File: src/rtl/can_field_parser.sv
module can_field_parser (
  input  logic        clk,
  input  logic        rst_n,
  input  logic        bit_vld,
  input  logic        bit_val,
  output logic [10:0] base_id,
  output logic [17:0] ext_id,
  output logic [28:0] full_id,
  output logic        ide,
  output logic        rtr,
  output logic [3:0]  dlc,
  output logic [63:0] data,
  output logic [14:0] crc,
  output logic        ack_ok,
  output logic [5:0]  warn,
  output logic        frame_done,
  output logic [6:0]  last_pos
);

  logic [6:0] idx;
  logic       dlc_done;
  logic [6:0] dlc_end;
  logic [3:0] nbytes;
  logic       in_data;
  logic       in_tail;
  logic [5:0] dpos;
  logic [6:0] rel;

  assign full_id  = {base_id, ext_id};
  assign dlc_end  = ide ? 7'd38 : 7'd18;
  assign nbytes   = rtr ? 4'd0 : ((dlc > 4'd8) ? 4'd8 : dlc);
  assign last_pos = dlc_done ? (dlc_end + {nbytes, 3'b000}) : 7'd127;
  assign in_data  = dlc_done && (idx > dlc_end) && (idx <= last_pos);
  assign in_tail  = dlc_done && (idx > last_pos);
  assign dpos     = 6'(idx - dlc_end - 7'd1);
  assign rel      = idx - last_pos;

  always_ff @(posedge clk or negedge rst_n) begin
    if (!rst_n) begin
      idx        <= '0;
      dlc_done   <= 1'b0;
      base_id    <= '0;
      ext_id     <= '0;
      ide        <= 1'b0;
      rtr        <= 1'b0;
      dlc        <= '0;
      data       <= '0;
      crc        <= '0;
      ack_ok     <= 1'b0;
      warn       <= '0;
      frame_done <= 1'b0;
    end else begin
      frame_done <= 1'b0;
      if (bit_vld) begin
        idx <= idx + 7'd1;
        if (idx == 7'd0) begin
          dlc_done <= 1'b0;
          base_id  <= '0;
          ext_id   <= '0;
          ide      <= 1'b0;
          rtr      <= 1'b0;
          dlc      <= '0;
          data     <= '0;
          crc      <= '0;
          ack_ok   <= 1'b0;
          warn     <= {5'b0, bit_val};
        end else if (idx <= 7'd11) begin
          base_id <= {base_id[9:0], bit_val};
          if (idx == 7'd11 && (&base_id[9:3]))
            warn[1] <= 1'b1;
        end else if (idx == 7'd12) begin
          rtr <= bit_val;
        end else if (idx == 7'd13) begin
          ide <= bit_val;
        end else if (ide && idx <= 7'd31) begin
          ext_id <= {ext_id[16:0], bit_val};
        end else if (ide && idx == 7'd32) begin
          rtr <= bit_val;
        end else if (!dlc_done && idx > dlc_end - 7'd4 && idx <= dlc_end) begin
          dlc <= {dlc[2:0], bit_val};
          if (idx == dlc_end) begin
            dlc_done <= 1'b1;
            warn[2]  <= ({dlc[2:0], bit_val} > 4'd8);
          end
        end else if (in_data) begin
          data[{dpos[5:3], ~dpos[2:0]}] <= bit_val;
        end else if (in_tail) begin
          if (rel <= 7'd15)
            crc <= {crc[13:0], bit_val};
          else if (rel == 7'd16)
            warn[3] <= warn[3] | ~bit_val;
          else if (rel == 7'd17)
            ack_ok <= ~bit_val;
          else if (rel == 7'd18)
            warn[4] <= warn[4] | ~bit_val;
          else
            warn[5] <= warn[5] | ~bit_val;
          if (rel == 7'd25) begin
            idx        <= '0;
            frame_done <= 1'b1;
          end
        end
      end
    end
  end

endmodule


File: config.mk
export PLATFORM = sky130hd
export DESIGN_NAME = can_field_parser
export DESIGN_NICKNAME = d
export VERILOG_FILES = /design/src/rtl/can_field_parser.sv
export SDC_FILE = /design/constraint.sdc
export NUM_CORES = 1
export LEC_CHECK = 0
export ABC_AREA = 1
export CAP_MARGIN = 20
export CORE_MARGIN = 3
export CORE_UTILIZATION = 55
export CTS_CLUSTER_SIZE = 16
export DETAILED_ROUTE_END_ITERATION = 16
export GPL_TIMING_DRIVEN = 0
export PLACE_DENSITY = 0.89
export RECOVER_POWER = 50
export SYNTH_ARGS = -nofsm -noshare
export SYNTH_HDL_FRONTEND = slang
export SYNTH_SLANG_ARGS = --single-unit
File: constraint.sdc
create_clock -name clk -period 8.43 [get_ports clk]
set_input_delay 1.686 -clock clk [delete_from_list [all_inputs] [get_ports clk]]
set_output_delay 1.686 -clock clk [all_outputs]
set_load 0.02 [all_outputs]
==> reports/qor.yml <==
run_status:
  status: "finished, violations left"
  violations: "max-capacitance violations, max-slew violations"
critical_path:
  critPathArrivalTime_ns: 2.67
  crit_fanout: 8
  start_kind: "flop"
  crit_required_ns: 6.74
  crit_path_end_kind: "output port"
  rr_worst_depth: 18
  criticalPathCategory: "reg2out"
synthesis:
  synth_seq_cells: 130
  yosys_warnings: 0
  synth_flop_cell: "dfrtp_1"
  synth_compound_area_frac: 0.0613
  synthAdderAreaFrac: 0.0300
  post-synth-top-count-cell: "nand2_1"
  synth_top_family_by_area: "simple AND/OR/NAND/NOR gates"
  synth_top_area_frac: 0.419
  synth_fp_nets: 1049
  syn_avg_cell_area_um2: 7.56
  synth-xor-area-share: 0.00903
  ys_seq_area_frac: 0.419
  ys_top_cells_by_area: "dfrtp_1 (42%), nand2_1 (19%), nand3b_1 (6.4%), nand4_1 (5.5%), inv_1 (3.4%)"
  ys_top_cells_by_count: "nand2_1 (386), dfrtp_1 (130), inv_1 (71), nand4_1 (68), nand3b_1 (66)"
  netlist_area_um2: 7760
  async_reset_ff_frac: 1.00
  syn-instance-count: 1027
  synth.largest_area_cell: "dfrtp_1"
  yosys.area_share.simple: 0.371
  synth_mux_area_frac: 0
  synth_edf_count: 0
  synth_cell_types: 39
drt:
  drc: 0
  via_per_inst: 5.60
  vias: 7816
  wirelength_um: 22000
  ant_nets: 0
  first_iter_violations: 724
  routedWlPerCell_um: 15.8
  firstDrtPassIters: 5
floorplan:
  core_um2: 13500
  dieArea_um2: 15600
  row_count: 42
  fp.dieW_um: 125
  die_h_um: 125
  initial_core_util: 0.575
  ios: 162
clock_network:
  clockRootBuffer: "clkbuf_16"
  htreeDepth: 4
  numCtsBuffers: 17
  clk_path_buf_depth: 2
  holdBufCountCts: 0
  clk_pin_slew_worst_paths_ns: 0.05
  cts_tree: "built"
  cts_sinks: 130
  insertion_delay_ns: 0.42
  post_cts_buffers: 0
  postCtsResizedCells: 0
grt:
  track_usage: 0.278
  grt_pass1_vias: 7381
  grt_max_degree: 78
  grt_overflow: 0
  antenna_found_initial: 0
  grt_first_pass_wirelength_um: 35900
timing:
  hold_viol: 0
  worst_slew_pin_slew_ns: 2.87
  relSlewSlack: -0.914
  fmax_mhz: 230
  fin_tns_setup_ns: 0
  setup_viol: 0
  rsz0062_at_grt: "false"
  slew_violations: 54
  min_period_over_period: 0.517
  fin_crit_ns: 4.35
  skew_ns: 0.00640
layout:
  final_area_um2: 10200
  nFillCells: 992
  regArea_um2: 3250
  multi_input_area_um2: 3640
  diodes: 0
  area_growth_pct: 31.1
  layout.nets: 1229
  drive_above_1_share: 0.0747
placement:
  globalplace.congestion: 0.900
  portBuffers: 160
  placed_cell_area_um2: 9610
  dp_hpwl_um: 15300
min_path:
  hold_path_class: "reg2reg"
  holdPathStages: 2
pwr:
  ir_drop_v: 0.000242
  powerDensity_nw_per_um2: 385
  total_leakage_power_nw: 5.32
job:
  maxCapViolCount: 1
[worst max-delay path, cell delays in order (launching register included)]
cell and delay, ns:
dfrtp_1 0.48, inv_1 0.24, ha_1 0.18, inv_1 0.05, fa_1 0.41, nand3_1 0.11, nand2_1 0.05, nor2_1 0.14
inv_1 0.05, clkdlybuf4s50_1 0.53
[placed cells by master, fill, tap and decap left out, types with 12 or more instances in the layout]
| cell type | instances |
|---|---|
| buf_4 | 31 |
| buf_6 | 13 |
| clkbuf_1 | 38 |
| clkbuf_16 | 17 |
| clkdlybuf4s50_1 | 94 |
| dfrtp_1 | 130 |
| dlygate4sd3_1 | 65 |
| ha_1 | 17 |
| inv_1 | 72 |
| nand2_1 | 386 |
| nand3_1 | 41 |
| nand3b_1 | 66 |
| nand4_1 | 68 |
| nor2_1 | 51 |
| o21ai_0 | 23 |
| o21ai_1 | 12 |
[layer usage]
layer / global-route usage / routed length, um
met5: 0.00980 / 0
met4: 0.101 / 516
met3: 0.0678 / 1780
met2: 0.442 / 10400
met1: 0.369 / 9280
[cell families (layout without fill, tap and decap cells)]
logic type | count (synthesis) | in the layout
AOI/OAI and AO/OA | 78 | 78
xor gates and xnor gates | 8 | 8
adders and majority gates | 18 | 18
buffers and inverters | 166 | 358
DFF | 130 | 130
other | 1 | 1
and+or+nand+nor | 626 | 626
[power breakdown]
part	switching, mW	internal (mW)	leakage, nW	total (mW)
sequential	0.144	0.766	1.76	0.910
clock	0.264	0.486	0.288	0.751
combinational	1.48	0.779	3.27	2.25
total	1.88	2.03	5.32	3.92
[layout make-up]
type                       count  area share
timing repair buffer         161       0.159
inverter                      76      0.0280
clock inverter                 5     0.00984
buffer                        90      0.0554
sequential                   130       0.320
multi-input combinational    731       0.358
tap                          176      0.0216
clock buffer                  26      0.0481
[flip-flops by register name, summed over array words and instances (netlist names)]
signal,cells
ack_ok,1
base_id,11
crc,15
data,64
dlc,4
dlc_done,1
ext_id,18
frame_done,1
ide,1
idx,7
rtr,1
warn,6
[path summary, 6_finish.rpt]
| path | from | endpoint | slack [ns] |
|---|---|---|---|
| setup / recovery | ide$_DFFE_PN0P_ | last_pos[6] | 4.08 |
| hold / removal | data[22]$_DFFE_PN0P_ | data[22]$_DFFE_PN0P_ | 0.46 |
| setup reg to reg | ide$_DFFE_PN0P_ | crc[6]$_DFFE_PN0P_ | 4.91 |
| hold reg to reg | data[22]$_DFFE_PN0P_ | data[22]$_DFFE_PN0P_ | 0.46 |
| max in group asynchronous | rst_n | data[11]$_DFFE_PN0P_ | 4.61 |
| min in group asynchronous | rst_n | data[23]$_DFFE_PN0P_ | 2.19 |
[stage by stage]
step | hold WS, ns | total power, mW | cells | util | setup WS, ns
floorplan | 0.550 | 2.37 | 1027 | - | 5.12
global placement | 0.456 | 3.08 | 1363 | 0.710 | 0.617
detailed placement | 0.457 | 3.14 | 1364 | 0.712 | 4.53
CTS | 0.471 | 3.91 | 1395 | 0.755 | 4.07
global route | 0.476 | 4.14 | 1395 | 0.754 | 3.96
finish | 0.464 | 3.92 | 1395 | 0.754 | 4.08
Power figures use the tool's default switching activity.
